### src/rtl/gfx_cmd_pkg.sv
package gfx_cmd_pkg;
  localparam int CMD_W = 16;
  localparam int OP_W  = 6;
  localparam int DAT_W = CMD_W - OP_W;
  localparam int COL_W = 8;
  localparam int CHR_W = 8;

  localparam logic [OP_W-1:0] OP_SET_X1    = 6'd0;
  localparam logic [OP_W-1:0] OP_SET_Y1    = 6'd1;
  localparam logic [OP_W-1:0] OP_SET_X2    = 6'd2;
  localparam logic [OP_W-1:0] OP_SET_Y2    = 6'd3;
  localparam logic [OP_W-1:0] OP_SET_CHR   = 6'd4;
  localparam logic [OP_W-1:0] OP_DRAW_CHR  = 6'd5;
  localparam logic [OP_W-1:0] OP_DRAW_LINE = 6'd6;
  localparam logic [OP_W-1:0] OP_PLOT      = 6'd7;
  localparam logic [OP_W-1:0] OP_CLEAR     = 6'd8;

  typedef enum logic [2:0] {
    ST_IDLE, ST_PIX, ST_LREQ, ST_LWAIT, ST_CREQ, ST_CWAIT, ST_CLR
  } st_e;
endpackage

### src/rtl/gfx_cmd_accept.sv
module gfx_cmd_accept (
  input  logic clk_i,
  input  logic rst_ni,
  input  logic valid_i,
  input  logic idle_i,
  input  logic finish_i,
  output logic accept_o,
  output logic done_o
);
  logic armed_q, done_q;

  assign accept_o = valid_i & armed_q & idle_i;
  assign done_o   = done_q;

  always_ff @(posedge clk_i or negedge rst_ni) begin
    if (!rst_ni) begin
      armed_q <= 1'b0;
      done_q  <= 1'b0;
    end else begin
      if (!valid_i)      armed_q <= 1'b1;
      else if (accept_o) armed_q <= 1'b0;
      done_q <= valid_i & (done_q | finish_i);
    end
  end

  a_r7_done_clears: assert property (@(posedge clk_i) disable iff (!rst_ni)
    !valid_i |=> !done_o);
  a_r8_one_shot: assert property (@(posedge clk_i) disable iff (!rst_ni)
    accept_o |=> !accept_o);
endmodule

### src/rtl/gfx_operand_regs.sv
module gfx_operand_regs #(
  parameter int CW = 10,
  parameter int HW = 8
) (
  input  logic          clk_i,
  input  logic          rst_ni,
  input  logic          load_i,
  input  logic [2:0]    sel_i,
  input  logic [CW-1:0] data_i,
  output logic [CW-1:0] x1_o,
  output logic [CW-1:0] y1_o,
  output logic [CW-1:0] x2_o,
  output logic [CW-1:0] y2_o,
  output logic [HW-1:0] chr_o
);
  localparam int NCRD = 4;
  logic [NCRD-1:0][CW-1:0] crd;
  logic [HW-1:0]           chr_q;

  for (genvar g = 0; g < NCRD; g++) begin : g_crd
    logic [CW-1:0] r_q;
    always_ff @(posedge clk_i or negedge rst_ni) begin
      if (!rst_ni)                           r_q <= '0;
      else if (load_i && sel_i == 3'(g))     r_q <= data_i;
    end
    assign crd[g] = r_q;
  end

  always_ff @(posedge clk_i or negedge rst_ni) begin
    if (!rst_ni)                          chr_q <= '0;
    else if (load_i && sel_i == 3'(NCRD)) chr_q <= data_i[HW-1:0];
  end

  assign x1_o  = crd[0];
  assign y1_o  = crd[1];
  assign x2_o  = crd[2];
  assign y2_o  = crd[3];
  assign chr_o = chr_q;

  a_r9_regs_hold: assert property (@(posedge clk_i) disable iff (!rst_ni)
    !load_i |=> ($stable(crd) && $stable(chr_q)));
endmodule

### src/rtl/gfx_clear_scan.sv
module gfx_clear_scan #(
  parameter int SCR_W = 640,
  parameter int SCR_H = 480,
  parameter int CW    = 10
) (
  input  logic          clk_i,
  input  logic          rst_ni,
  input  logic          start_i,
  input  logic          step_i,
  output logic [CW-1:0] x_o,
  output logic [CW-1:0] y_o,
  output logic          last_o
);
  localparam logic [CW-1:0] X_MAX = CW'(SCR_W - 1);
  localparam logic [CW-1:0] Y_MAX = CW'(SCR_H - 1);

  logic [CW-1:0] x_q, y_q;
  logic          x_end;

  assign x_end  = (x_q == X_MAX);
  assign last_o = x_end && (y_q == Y_MAX);
  assign x_o    = x_q;
  assign y_o    = y_q;

  always_ff @(posedge clk_i or negedge rst_ni) begin
    if (!rst_ni) begin
      x_q <= '0;
      y_q <= '0;
    end else if (start_i) begin
      x_q <= '0;
      y_q <= '0;
    end else if (step_i) begin
      if (x_end) begin
        x_q <= '0;
        y_q <= last_o ? '0 : y_q + 1'b1;
      end else begin
        x_q <= x_q + 1'b1;
      end
    end
  end

  a_r6_in_range: assert property (@(posedge clk_i) disable iff (!rst_ni)
    (x_q <= X_MAX) && (y_q <= Y_MAX));
  a_r6_x_fastest: assert property (@(posedge clk_i) disable iff (!rst_ni)
    (step_i && !start_i && !x_end) |=> $stable(y_q));
endmodule

### src/rtl/gfx_cmd_dispatch.sv
module gfx_cmd_dispatch
  import gfx_cmd_pkg::*;
#(
  parameter int SCR_W = 640,
  parameter int SCR_H = 480
) (
  input  logic             clk_i,
  input  logic             rst_ni,
  input  logic [CMD_W-1:0] cmd_i,
  input  logic             cmd_valid_i,
  output logic             cmd_done_o,
  output logic             fb_we_o,
  output logic [DAT_W-1:0] fb_x_o,
  output logic [DAT_W-1:0] fb_y_o,
  output logic [COL_W-1:0] fb_color_o,
  output logic             line_start_o,
  output logic [DAT_W-1:0] line_x1_o,
  output logic [DAT_W-1:0] line_y1_o,
  output logic [DAT_W-1:0] line_x2_o,
  output logic [DAT_W-1:0] line_y2_o,
  output logic [COL_W-1:0] line_color_o,
  input  logic             line_done_i,
  output logic             chr_start_o,
  output logic [CHR_W-1:0] chr_code_o,
  output logic [DAT_W-1:0] chr_x_o,
  output logic [DAT_W-1:0] chr_y_o,
  output logic [COL_W-1:0] chr_color_o,
  input  logic             chr_done_i
);
  localparam int CW = DAT_W;

  logic [OP_W-1:0]  op;
  logic [DAT_W-1:0] dat;
  logic             accept, finish, is_load, is_action;
  st_e              st_q;
  logic [COL_W-1:0] col_q;
  logic [CW-1:0]    x1, y1, x2, y2, clr_x, clr_y;
  logic [CHR_W-1:0] chr;
  logic             clr_last;

  assign op  = cmd_i[CMD_W-1:DAT_W];
  assign dat = cmd_i[DAT_W-1:0];

  assign is_load   = (op <= OP_SET_CHR);
  assign is_action = (op == OP_DRAW_CHR) || (op == OP_DRAW_LINE) ||
                     (op == OP_PLOT) || (op == OP_CLEAR);

  gfx_cmd_accept u_accept (
    .clk_i    (clk_i),
    .rst_ni   (rst_ni),
    .valid_i  (cmd_valid_i),
    .idle_i   (st_q == ST_IDLE),
    .finish_i (finish),
    .accept_o (accept),
    .done_o   (cmd_done_o)
  );

  gfx_operand_regs #(.CW(CW), .HW(CHR_W)) u_regs (
    .clk_i  (clk_i),
    .rst_ni (rst_ni),
    .load_i (accept && is_load),
    .sel_i  (op[2:0]),
    .data_i (dat),
    .x1_o   (x1),
    .y1_o   (y1),
    .x2_o   (x2),
    .y2_o   (y2),
    .chr_o  (chr)
  );

  gfx_clear_scan #(.SCR_W(SCR_W), .SCR_H(SCR_H), .CW(CW)) u_scan (
    .clk_i   (clk_i),
    .rst_ni  (rst_ni),
    .start_i (accept && op == OP_CLEAR),
    .step_i  (st_q == ST_CLR),
    .x_o     (clr_x),
    .y_o     (clr_y),
    .last_o  (clr_last)
  );

  always_comb begin
    unique case (st_q)
      ST_IDLE:  finish = accept && !is_action;
      ST_PIX:   finish = 1'b1;
      ST_LWAIT: finish = line_done_i;
      ST_CWAIT: finish = chr_done_i;
      ST_CLR:   finish = clr_last;
      default:  finish = 1'b0;
    endcase
  end

  always_ff @(posedge clk_i or negedge rst_ni) begin
    if (!rst_ni) begin
      st_q  <= ST_IDLE;
      col_q <= '0;
    end else begin
      unique case (st_q)
        ST_IDLE: if (accept) begin
          col_q <= dat[COL_W-1:0];
          if      (op == OP_PLOT)      st_q <= ST_PIX;
          else if (op == OP_DRAW_LINE) st_q <= ST_LREQ;
          else if (op == OP_DRAW_CHR)  st_q <= ST_CREQ;
          else if (op == OP_CLEAR)     st_q <= ST_CLR;
        end
        ST_PIX:   st_q <= ST_IDLE;
        ST_LREQ:  st_q <= ST_LWAIT;
        ST_LWAIT: if (line_done_i) st_q <= ST_IDLE;
        ST_CREQ:  st_q <= ST_CWAIT;
        ST_CWAIT: if (chr_done_i) st_q <= ST_IDLE;
        ST_CLR:   if (clr_last) st_q <= ST_IDLE;
        default:  st_q <= ST_IDLE;
      endcase
    end
  end

  // framebuffer port shared by plot and clear
  assign fb_we_o    = (st_q == ST_PIX) || (st_q == ST_CLR);
  assign fb_x_o     = (st_q == ST_CLR) ? clr_x : x1;
  assign fb_y_o     = (st_q == ST_CLR) ? clr_y : y1;
  assign fb_color_o = (st_q == ST_CLR) ? '0 : col_q;

  assign line_start_o = (st_q == ST_LREQ);
  assign line_x1_o    = x1;
  assign line_y1_o    = y1;
  assign line_x2_o    = x2;
  assign line_y2_o    = y2;
  assign line_color_o = col_q;

  assign chr_start_o = (st_q == ST_CREQ);
  assign chr_code_o  = chr;
  assign chr_x_o     = x1;
  assign chr_y_o     = y1;
  assign chr_color_o = col_q;

  a_r3_plot_once: assert property (@(posedge clk_i) disable iff (!rst_ni)
    (fb_we_o && st_q == ST_PIX) |=> !fb_we_o);
  a_r4_line_pulse: assert property (@(posedge clk_i) disable iff (!rst_ni)
    line_start_o |=> !line_start_o);
  a_r5_chr_pulse: assert property (@(posedge clk_i) disable iff (!rst_ni)
    chr_start_o |=> !chr_start_o);
  a_r6_clear_end: assert property (@(posedge clk_i) disable iff (!rst_ni)
    (st_q == ST_CLR && clr_last && cmd_valid_i) |=> (cmd_done_o && !fb_we_o));
  a_r11_busy_no_done: assert property (@(posedge clk_i) disable iff (!rst_ni)
    (st_q == ST_IDLE && !accept) |=> $stable(cmd_done_o) || !$past(cmd_valid_i));
endmodule

### config.mk
export PLATFORM = sky130hd
export DESIGN_NAME = gfx_cmd_dispatch
export DESIGN_NICKNAME = d
export VERILOG_FILES = /design/src/rtl/gfx_cmd_pkg.sv /design/src/rtl/gfx_cmd_accept.sv /design/src/rtl/gfx_operand_regs.sv /design/src/rtl/gfx_clear_scan.sv /design/src/rtl/gfx_cmd_dispatch.sv
export SDC_FILE = /design/constraint.sdc
export NUM_CORES = 1
export LEC_CHECK = 0
export ABC_AREA = 0
export BUFFER_PORTS_ARGS = -buffer_cell sky130_fd_sc_hd__buf_2
export CORE_ASPECT_RATIO = 0.8
export CORE_MARGIN = 2
export CORE_UTILIZATION = 55
export CTS_CLUSTER_DIAMETER = 150
export DETAILED_ROUTE_END_ITERATION = 8
export GPL_ROUTABILITY_DRIVEN = 0
export PLACE_DENSITY = 0.95
export SETUP_SLACK_MARGIN = 0.3
export SYNTH_ARGS = -nofsm -noshare
export SYNTH_HDL_FRONTEND = slang
export SYNTH_SLANG_ARGS = --single-unit
### constraint.sdc
create_clock -name clk_i -period 4.8 [get_ports clk_i]
set_input_delay 0.48 -clock clk_i [delete_from_list [all_inputs] [get_ports clk_i]]
set_output_delay 0.48 -clock clk_i [all_outputs]
set_load 0.05 [all_outputs]
# [After elaboration in Yosys (flattened, before gate mapping)]
# Cells that the tools add are included.
[op_classes] addsub=2 magnitude_cmp=1 eq_ne=22 mux=22 bitwise=4 reduce_logical=21
[op_table] cell="2-to-1 mux 10 bit" count=9
[op_table] cell="2-to-1 mux 3 bit" count=8
[op_table] cell="adder 10 x 1 -> 10 bit (second input constant)" count=2
[op_table] cell="equality test 6 x 3 -> 1 bit (second input constant)" count=3
[op_table] cell="one-hot mux 3 bit (6 select lines)" count=1
[op_table] cell="equality test 3 x 2 -> 1 bit (second input constant)" count=4
[op_table] cell="equality test 3 bit (second input constant)" count=4
[op_table] cell="equality test 10 bit (second input constant)" count=1
[op_table] cell="equality test 10 x 9 -> 1 bit (second input constant)" count=1
[op_table] cell="logical AND 1 bit" count=9
[op_table] cell="2-to-1 mux 8 bit" count=1
[op_table] cell="!= test 2 bit (second input constant)" count=4
[op_table] cell="equality test 3 x 1 -> 1 bit (second input constant)" count=2
[op_table] cell="equality test 6 x 4 -> 1 bit (second input constant)" count=1
[op_table] cell="<= comparator 6 x 3 -> 1 bit (second input constant)" count=1
[op_table] cell="zero test 3 bit" count=2
[op_table] cell="!= test 5 bit (second input constant)" count=1
[op_table] cell="one-hot mux 1 bit (5 select lines)" count=1
[op_table] cell="AND reduction 5 bit" count=1
[op_table] cell="logical OR 1 bit" count=4
[op_table] cell="AND reduction 2 bit" count=2
[op_table] cell="nonzero test 2 bit" count=2
[op_table] cell="bitwise AND 1 bit" count=3
[op_table] cell="2-to-1 mux 1 bit" count=2
[op_table] cell="3 further kinds" count=3
[totals] register_bits=81 inputBits=21 output_inout_bits=116 wordCells=83

# [Longest topological paths before layout]
# Gate-level depths: netlist (run 1).
[depth] word_depth=9 ltp_mapped=7 mapped_depth_nobuf=6

# [By module]
# From an unflattened synthesis (run 1), not the netlist that was laid out.
[unflattened] cells_unflattened=399 hier_area_um2=4339.2
[by_module_without_submodules] mod="gfx_operand_regs" n_inst=1 cells_per_inst=106 area_per_inst_um2=1958.1 seq_area_each_um2=1201.2
[by_module_without_submodules] mod="gfx_cmd_dispatch" n_inst=1 cells_per_inst=164 area_per_inst_um2=1162.4 seq_area_each_um2=275.3
[by_module_without_submodules] mod="gfx_clear_scan" n_inst=1 cells_per_inst=123 area_per_inst_um2=1146.1 seq_area_each_um2=500.5
[by_module_without_submodules] mod="gfx_cmd_accept" n_inst=1 cells_per_inst=6 area_per_inst_um2=72.6 seq_area_each_um2=50.0

# [Worst setup path after synthesis (run 1)]
# OpenSTA, ideal clock, no wires.
[synth_timing] path_type="register -> output" start="register st_q[2]" end="output chr_start_o" t_arrival_ns=1.815 path_slack_ns=2.505 path_stages_with_launch=4 path_buffers=1 path_cell_list="dfrtp_1 clkbuf_1 inv_1 nor3_1"
[synth_via] elab_chain_len=1
[synth_rtl] element="start: declaration" line="gfx_cmd_dispatch.sv:35" text="st_e st_q;"
[synth_rtl] element="start signal: assignment" line="gfx_cmd_dispatch.sv:94" text="st_q <= ST_IDLE;"
[synth_rtl] element="start signal: assignment" line="gfx_cmd_dispatch.sv:100" text="if (op == OP_PLOT) st_q <= ST_PIX;"
[synth_rtl] element="start signal: assignment" line="gfx_cmd_dispatch.sv:101" text="else if (op == OP_DRAW_LINE) st_q <= ST_LREQ;"
[synth_rtl] element="equality test 3 bit" line="gfx_cmd_dispatch.sv:129" text="assign chr_start_o = (st_q == ST_CREQ);"
[synth_rtl] element="end: declaration" line="gfx_cmd_dispatch.sv:23" text="output logic chr_start_o,"
# No other way between the ends.

# [Final worst setup path (run 1)]
[layout_timing] start="register st_q[1]" end="register u_scan.x_q[6], in the netlist u_scan.x_o[6]"
[layout_via] elab_chain_len=4 word_cells_on_any_way=6 classes_between="eq/ne: 1; mux: 1; bitwise: 1; reduce/logical: 3"
[layout_rtl] element="zero test 3 bit" line="gfx_cmd_dispatch.sv:52" text=".idle_i (st_q == ST_IDLE),"
[layout_rtl] element="bitwise AND 1 bit" line="gfx_cmd_accept.sv:12" text="assign accept_o = valid_i & armed_q & idle_i;"
[layout_rtl] element="logical AND 1 bit" line="gfx_cmd_dispatch.sv:74" text=".start_i (accept && op == OP_CLEAR),"
[layout_rtl] element="2-to-1 mux 10 bit / nonzero test 2 bit (equally long branches)"
[layout_rtl] element="end signal: assignment" line="gfx_clear_scan.sv:37" text="x_q <= x_q + 1'b1;"
[layout_rtl] element="end: declaration" line="gfx_clear_scan.sv:17" text="logic [CW-1:0] x_q, y_q;"
# Parallel ways exist; a longest one is shown, timed or not.
# A chain may end at the register's enable or synchronous reset.

==> out/summary.txt, run 1 <==
total CTS buffers = 9
maximum clock path buffer count = 2
DR DRC count = 0
Post-synth EDFFs = 0
nature of the critical path startpoint = register
Worst-Skew Late Latency = 0.35 ns
Worst setup startpoint = st_q[1]
Initial DRT Pass Iterations = 4
Area Growth Syn to Fin = 17.1%
floorplan core area = 0.00732 mm²
r2r setup slk = 1.95 ns
WL final = 10.1 mm
synth warn = 0
Worst Path Required = 5.04 ns
Max Cap Viol = 0
Hold Buf Count CTS = 0
die area = 0.00816 mm²
Hold Slack = 0.277 ns
Synth Net Count = 420
slew of the pin with the lowest slew margin = 1.02 ns
RSZ-0062 raised after global routing = false
layout cells sized above 1 = 42.5%
fmax = 351 MHz
clock network power share = 14.6%
Nets = 521
# resized after CTS = 0
clk sink count = 81
post-synthesis sequential area ratio = 49.5%
Clock transition at path regs = 0.08 ns
fin util = 65.5%
htree depth = 3
r2r startpoint = st_q[1]
Avg WL per Cell = 17.0 µm
Setup violations, final = 0
first-pass GRT wire length = 15.2 mm
setup TNS = 0 ns
PortBufs = 136
Boundary Pins = 137
worst reg2reg path depth = 5
Gate power share = 53.7%
GRT Util Overall = 24.6%
starting density of the core = 56.0%
worst vdd ir = 495 µV
row count = 28
Hold Vio Cnt, Final = 0
Area after DPL = 0.00460 mm²
leak pwr = 2.61 nW
critical path class = reg -> reg
Period Utilization, post-route = 59.4%
Syn Area/Cell = 10.3 µm²
postcts setup bufs = 0
Worst Path Arrival = 3.09 ns
Yosys cell types = 46
number of global-route vias before repair = 3052
synthesized flop and latch total = 81
Congestion Overflow GR = 0
Seq pwr share = 31.7%
Crit. End Element = register
Net Sw Frac = 53.6%
Vias/cell = 5.68
r2r endpoint = u_scan.x_o[6]
antenna violations before repair = 0
CTS root buf = clkbuf_8
asr flop ratio synth = 100%
total power draw = 0.00337 W
Post-DRT Antenna Nets = 0
post-DP HPWL = 7.35 mm
largest fanout on the critical path = 17
CTS tree = built
Pint = 0.00156 W
DRT iter0 DRCs = 230
Slew Limit Fails = 0
most used flip-flop cell after synthesis = dfrtp_1
Power Density = 702 mW/mm²
Fillers = 586
largest net degree at the start of global routing = 82
via count = 3368
crit path time final = 2.85 ns
Synth Instances = 397
die height = 81.2 µm
die width = 101 µm
antenna cell count = 0
Max transition margin = 31.8%
Setup Skew = 0.0156 ns
status = finished clean
mapped cell area = 0.00410 mm²
Switch Pwr = 0.00181 W
HP Class = in -> async
final instance area = 0.00480 mm²
==> power by group through the flow <==
stage | Clock, W | Combinational, W | Sequential [W]
after CTS | 0.000500 | 0.00181 | 0.00106
after global placement | 0 | 0.00176 | 0.00106
final | 0.000492 | 0.00181 | 0.00107
after global routing | 0.000533 | 0.00191 | 0.00109
after floorplan | 0 | 0.00127 | 0.00132
after detailed placement | 0 | 0.00181 | 0.00107
==> critical path: stages, from the launching register on <==
cell,delay (ns)
dfrtp_1,0.51
or3_1,0.46
nor2_1,0.71
and4_1,0.75
or2_2,0.26
nor2_1,0.05
==> synth_stat cells, types with 2 or more instances <==
| master | instances | area share, % |
|---|---|---|
| a211oi_1 | 2 | 0.37 |
| a21oi_1 | 12 | 1.5 |
| a311oi_1 | 2 | 0.43 |
| a32oi_1 | 2 | 0.43 |
| and2_1 | 8 | 1.2 |
| and3_1 | 2 | 0.31 |
| and4_1 | 3 | 0.64 |
| buf_1 | 2 | 0.18 |
| buf_2 | 6 | 0.73 |
| buf_4 | 29 | 5.3 |
| clkbuf_1 | 9 | 0.82 |
| dfrtp_1 | 81 | 49 |
| ha_1 | 2 | 0.61 |
| inv_1 | 2 | 0.18 |
| mux2_2 | 56 | 15 |
| nand2_1 | 85 | 7.8 |
| nand2b_1 | 2 | 0.31 |
| nand3_1 | 7 | 0.85 |
| nand3b_1 | 3 | 0.55 |
| nand4_1 | 5 | 0.76 |
| nor2_1 | 23 | 2.1 |
| nor3_1 | 8 | 0.98 |
| nor3b_1 | 3 | 0.55 |
| nor4_1 | 2 | 0.31 |
| o21a_1 | 3 | 0.55 |
| o21ai_0 | 5 | 0.61 |
| or2_2 | 3 | 0.46 |
| or3_1 | 5 | 0.76 |
| xnor2_1 | 2 | 0.43 |
| xor2_1 | 7 | 1.5 |
==> placed cells by master (no fill, tap or decap), types with 3 or more instances in the layout <==
cell / count
or2_2: 3
or3_1: 5
nor3_1: 8
nand2_1: 85
nor2_1: 23
nand4_1: 5
nand3_1: 7
and2_1: 8
clkbuf_8: 10
o21a_1: 3
dfrtp_1: 81
o21ai_0: 5
buf_2: 135
nor3b_1: 3
nand3b_1: 3
a21oi_1: 12
mux2_2: 56
and4_1: 3
xor2_1: 7
==> cell type report <==
| cell class | instances | area [µm²] | share of cell area [%] |
|---|---|---|---|
| repair buffers | 137 | 691 | 14.4 |
| inverters | 2 | 7.51 | 0.156 |
| clock inverters | 5 | 55.1 | 1.15 |
| clock buffers | 11 | 141 | 2.95 |
| flip-flops and latches | 81 | 2030 | 42.3 |
| well taps | 90 | 113 | 2.35 |
| multi-input cells | 267 | 1760 | 36.8 |
==> through the flow <==
step	std cells	worst slack [ns]
after floorplan	397	2.50
after global placement	577	2.09
after detailed placement	577	1.96
after CTS	593	1.95
after global routing	593	1.79
final	593	1.95
==> sequential cells by signal, summed over array words and instances (netlist names) <==
signal	flops
u_scan.y_o	10
u_scan.x_o	10
u_regs.chr_o	8
u_regs.y2_o	10
u_accept.armed_q	1
u_regs.y1_o	10
u_regs.x1_o	10
u_regs.x2_o	10
st_q	3
chr_color_o	8
u_accept.done_o	1
==> layer usage <==
metal | vias up | track usage [%] | part of all wire (%)
li1 | 1548 | - | -
met1 | 1648 | 32.4 | 43
met2 | 156 | 41.3 | 49
met3 | 16 | 5.51 | 7.3
met4 | 0 | 6.99 | 1.2
met5 | - | 0 | 0
==> kinds of logic (layout without fill, tap and decap cells) <==
| group | Yosys count | after routing | synth area share, % |
|---|---|---|---|
| AOI/OAI and AO/OA | 32 | 32 | 5.07 |
| xor gates and xnor gates | 9 | 9 | 1.92 |
| adders and majority gates | 2 | 2 | 0.611 |
| buffers and inverters | 49 | 155 | 7.51 |
| DFF | 81 | 81 | 49.5 |
| muxes | 56 | 56 | 15.4 |
| and+or+nand+nor | 168 | 168 | 20.0 |
==> worst max path at each step <==
stage,depth (start not counted),endpoint
after global routing,4,fb_y_o[9]
after detailed placement,5,u_scan.x_o[5]
after floorplan,3,chr_start_o
final,5,u_scan.x_o[6]
after global placement,5,u_scan.x_o[6]
after CTS,5,u_scan.x_o[4]
No activity file was read; power rests on OpenSTA's default activity.
==> run 2, diff against run 1 <==
--- a/config.mk
+++ b/config.mk
@@ -5,15 +5,15 @@
 export SDC_FILE = /design/constraint.sdc
 export NUM_CORES = 1
 export LEC_CHECK = 0
-export ABC_AREA = 0
+export ABC_AREA = 1
 export BUFFER_PORTS_ARGS = -buffer_cell sky130_fd_sc_hd__buf_2
 export CORE_ASPECT_RATIO = 0.8
 export CORE_MARGIN = 2
-export CORE_UTILIZATION = 55
+export CORE_UTILIZATION = 51
 export CTS_CLUSTER_DIAMETER = 150
 export DETAILED_ROUTE_END_ITERATION = 8
 export GPL_ROUTABILITY_DRIVEN = 0
-export PLACE_DENSITY = 0.95
+export PLACE_DENSITY = 0.91
 export SETUP_SLACK_MARGIN = 0.3
 export SYNTH_ARGS = -nofsm -noshare
 export SYNTH_HDL_FRONTEND = slang
==> constraint.sdc (replaced) <==
create_clock -name clk_i -period 2.8 [get_ports clk_i]
set_input_delay 0.28 -clock clk_i [delete_from_list [all_inputs] [get_ports clk_i]]
set_output_delay 0.28 -clock clk_i [all_outputs]
set_load 0.05 [all_outputs]
==> out/summary.txt, run 2 <==
htree depth = 3 (unchanged)
Setup violations, final = 0 (unchanged)
die width = 107 µm (+6.2%)
Synth Net Count = 583 (+39%)
Post-synth top cells = nand2_1 (175), dfrtp_1 (81), inv_1 (59), o21ai_0 (42), nor2_1 (35)
clk sink count = 81 (unchanged)
Syn Area/Cell = 7.70 µm² (-25%)
via count = 4127 (+23%)
Synth Instances = 560 (+41%)
synth warn = 0 (unchanged)
antenna cell count = 0 (unchanged)
Clock transition at path regs = 0.08 ns (about the same)
CTS tree = built
HP Class = in -> async
RSZ-0062 raised after global routing = false
Post-DRT Antenna Nets = 0 (unchanged)
setup TNS = 0 ns (unchanged)
postcts setup bufs = 0 (unchanged)
slew of the pin with the lowest slew margin = 0.994 ns (-0.0291 ns)
Worst-Skew Late Latency = 0.35 ns (about the same)
Yosys cell types = 29 (-37%)
Gate power share = 48.5% (-5.2 points)
DR DRC count = 0 (unchanged)
most used flip-flop cell after synthesis = dfrtp_1
Net Sw Frac = 52.4% (-1.3 points)
total CTS buffers = 9 (unchanged)
die area = 0.00921 mm² (+13%)
Max Cap Viol = 0 (unchanged)
starting density of the core = 53.5% (-2.5 points)
nature of the critical path startpoint = register
top post-synthesis cells by area = dfrtp_1 (47%), nand2_1 (15%), buf_4 (5.4%), inv_1 (5.1%), o21ai_0 (4.9%)
Power Density = 929 mW/mm² (+32%)
post-synthesis sequential area ratio = 47.0% (-2.4 points)
Seq pwr share = 33.6% (+1.9 points)
Pint = 0.00222 W (+42%)
fin util = 62.1% (-3.4 points)
Nets = 683 (+31%)
Setup Skew = 0.0122 ns (-0.00338 ns)
synthesized flop and latch total = 81 (unchanged)
most common cell after layout, fill and taps aside = nand2_1
leak pwr = 2.82 nW (+8.0%)
commonest cells after routing, fill and taps aside = nand2_1 (175), buf_2 (135), dfrtp_1 (81), inv_1 (59), o21ai_0 (42)
critical path class = reg -> out
Area Growth Syn to Fin = 16.1%
layout cells sized above 1 = 27.2% (-15 points)
floorplan core area = 0.00806 mm² (+10%)
DRT iter0 DRCs = 286 (+24%)
Worst Path Required = 2.52 ns (-2.52 ns)
status = finished clean
fmax = 423 MHz
GRT Util Overall = 26.5% (+1.9 points)
Synth top area share = 47.0% (-2.4 points)
first-pass GRT wire length = 19.2 mm (+26%)
Post-synth EDFFs = 0 (unchanged)
crit path time final = 2.36 ns
Crit. End Element = primary output
Max transition margin = 33.8% (+1.9 points)
Setup WS post-layout = 0.438 ns (-1.51 ns)
most numerous cell in the Yosys netlist = nand2_1
largest fanout on the critical path = 36 (+19)
Slew Limit Fails = 0 (unchanged)
Slowest Stage Delay on Critical Path = 0.45 ns (-0.30 ns)
Hold Vio Cnt, Final = 0 (unchanged)
PortBufs = 136 (unchanged)
die height = 86.2 µm (+6.2%)
Vias/cell = 5.34 (-6.0%)
worst slack at placement = 0.794 ns (-1.17 ns)
largest net degree at the start of global routing = 82 (unchanged)
critical path's slowest cell = dfrtp_1
Switch Pwr = 0.00244 W (+35%)
clock network power share = 17.9% (+3.3 points)
maximum clock path buffer count = 2 (unchanged)
Hold Buf Count CTS = 0 (unchanged)
post-DP HPWL = 8.66 mm (+18%)
Congestion Overflow GR = 0 (unchanged)
Initial DRT Pass Iterations = 5 (+1)
Worst Path Arrival = 2.08 ns (-1.01 ns)
number of global-route vias before repair = 3859 (+26%)
CTS root buf = clkbuf_8
asr flop ratio synth = 100% (unchanged)
mapped cell area = 0.00431 mm² (+5.2%)
Avg WL per Cell = 15.4 µm (-9.2%)
WL final = 11.9 mm (+18%)
crit-path cells = inv_1 -> nand3_2 -> buf_6 -> o21ai_0 -> buf_2
Period Utilization, post-route = 84.3%
antenna violations before repair = 0 (unchanged)
biggest area consumer among synthesized cells = dfrtp_1
worst vdd ir = 768 µV (+55%)
Boundary Pins = 137 (unchanged)
row count = 29 (+3.6%)
## run 2: changes by cell type in the layout (fill, tap and decap cells not counted), moves of 23 or more
cell,change
nand2_1,+90
inv_1,+57
mux2_2,-56
o21ai_0,+37
o21ai_1,+33
nand3_1,+23
## run 2: power groups by stage
stage | logic [W] | registers (W) | clock network (W)
5_1_grt | 0.00239 | 0.00159 | 0.000881
6_report | 0.00225 | 0.00156 | 0.000833
3_3_place_gp | 0.00220 | 0.00156 | 0
3_5_place_dp | 0.00225 | 0.00157 | 0
4_1_cts | 0.00225 | 0.00156 | 0.000842
2_1_floorplan | 0.00143 | 0.00197 | 0
## run 2: timing repair
| action | 4_1_cts | 5_1_grt |
|---|---|---|
| resized for setup | 0 | 1 |
| setup endpoints to repair | 0 | 5 |
| endpoints found under the hold margin | 0 | 0 |
## run 2: metrics by stage
step                      hold WS [ns]  total power [W]  cell area (µm²)  instances
after floorplan                -0.0156          0.00340             4310        560
after global placement           0.456          0.00376             4810        757
after detailed placement         0.472          0.00382             4810        757
after CTS                        0.127          0.00465             5000        773
after global routing             0.131          0.00486             5000        773
final                           0.0999          0.00465             5000        773
## run 2: area by class of cell
class | instances | area [µm²]
fillers | 706 | 3050
flip-flops and latches | 81 | 2030
multi-input cells | 368 | 1720
repair buffers | 137 | 694
inverters | 63 | 239
well taps | 108 | 135
clock buffers | 11 | 131
clock inverters | 5 | 56.3
## run 2: final timing paths
kind	startpoint	endpoint	slack, ns	cells after the start
min in group clk_i	cmd_valid_i	u_accept.armed_q	0.15	2
hold / removal	rst_ni	u_scan.x_o[5]	0.1	1
hold reg to reg	u_regs.chr_o[7]	u_regs.chr_o[7]	0.49	2
setup reg to reg	st_q[0]	u_scan.x_o[2]	0.74	8
setup / recovery	st_q[0]	fb_y_o[9]	0.44	5
max in group asynchronous	rst_ni	u_regs.y1_o[1]	2.07	1
## run 2: cell families after synthesis
| family | Yosys count | share of synthesized area (%) |
|---|---|---|
| adder cells (fa/ha/maj) | 2 | 0.580 |
| AND/OR/NAND/NOR | 269 | 26.7 |
| buffers and inverters | 111 | 13.0 |
| AO/OA/AOI/OAI | 95 | 12.2 |
| flip-flops | 81 | 47.0 |
| XOR/XNOR | 2 | 0.406 |
## run 2: worst max-delay path, delay by kind of cell (launching register included)
family	cells	cell delay (ns)
buffers and inverters	3	0.76
flip-flops	1	0.45
AND/OR/NAND/NOR	1	0.27
AO/OA/AOI/OAI	1	0.25
## run 2: per-layer routing
layer | global-route usage (%) | vias to the layer above | part of all wire, %
li1 | - | 1959 | -
met1 | 34.8 | 1925 | 40
met4 | 7.32 | 0 | 2.1
met5 | 0 | - | 0
met3 | 7.22 | 24 | 9.5
met2 | 43.9 | 219 | 48
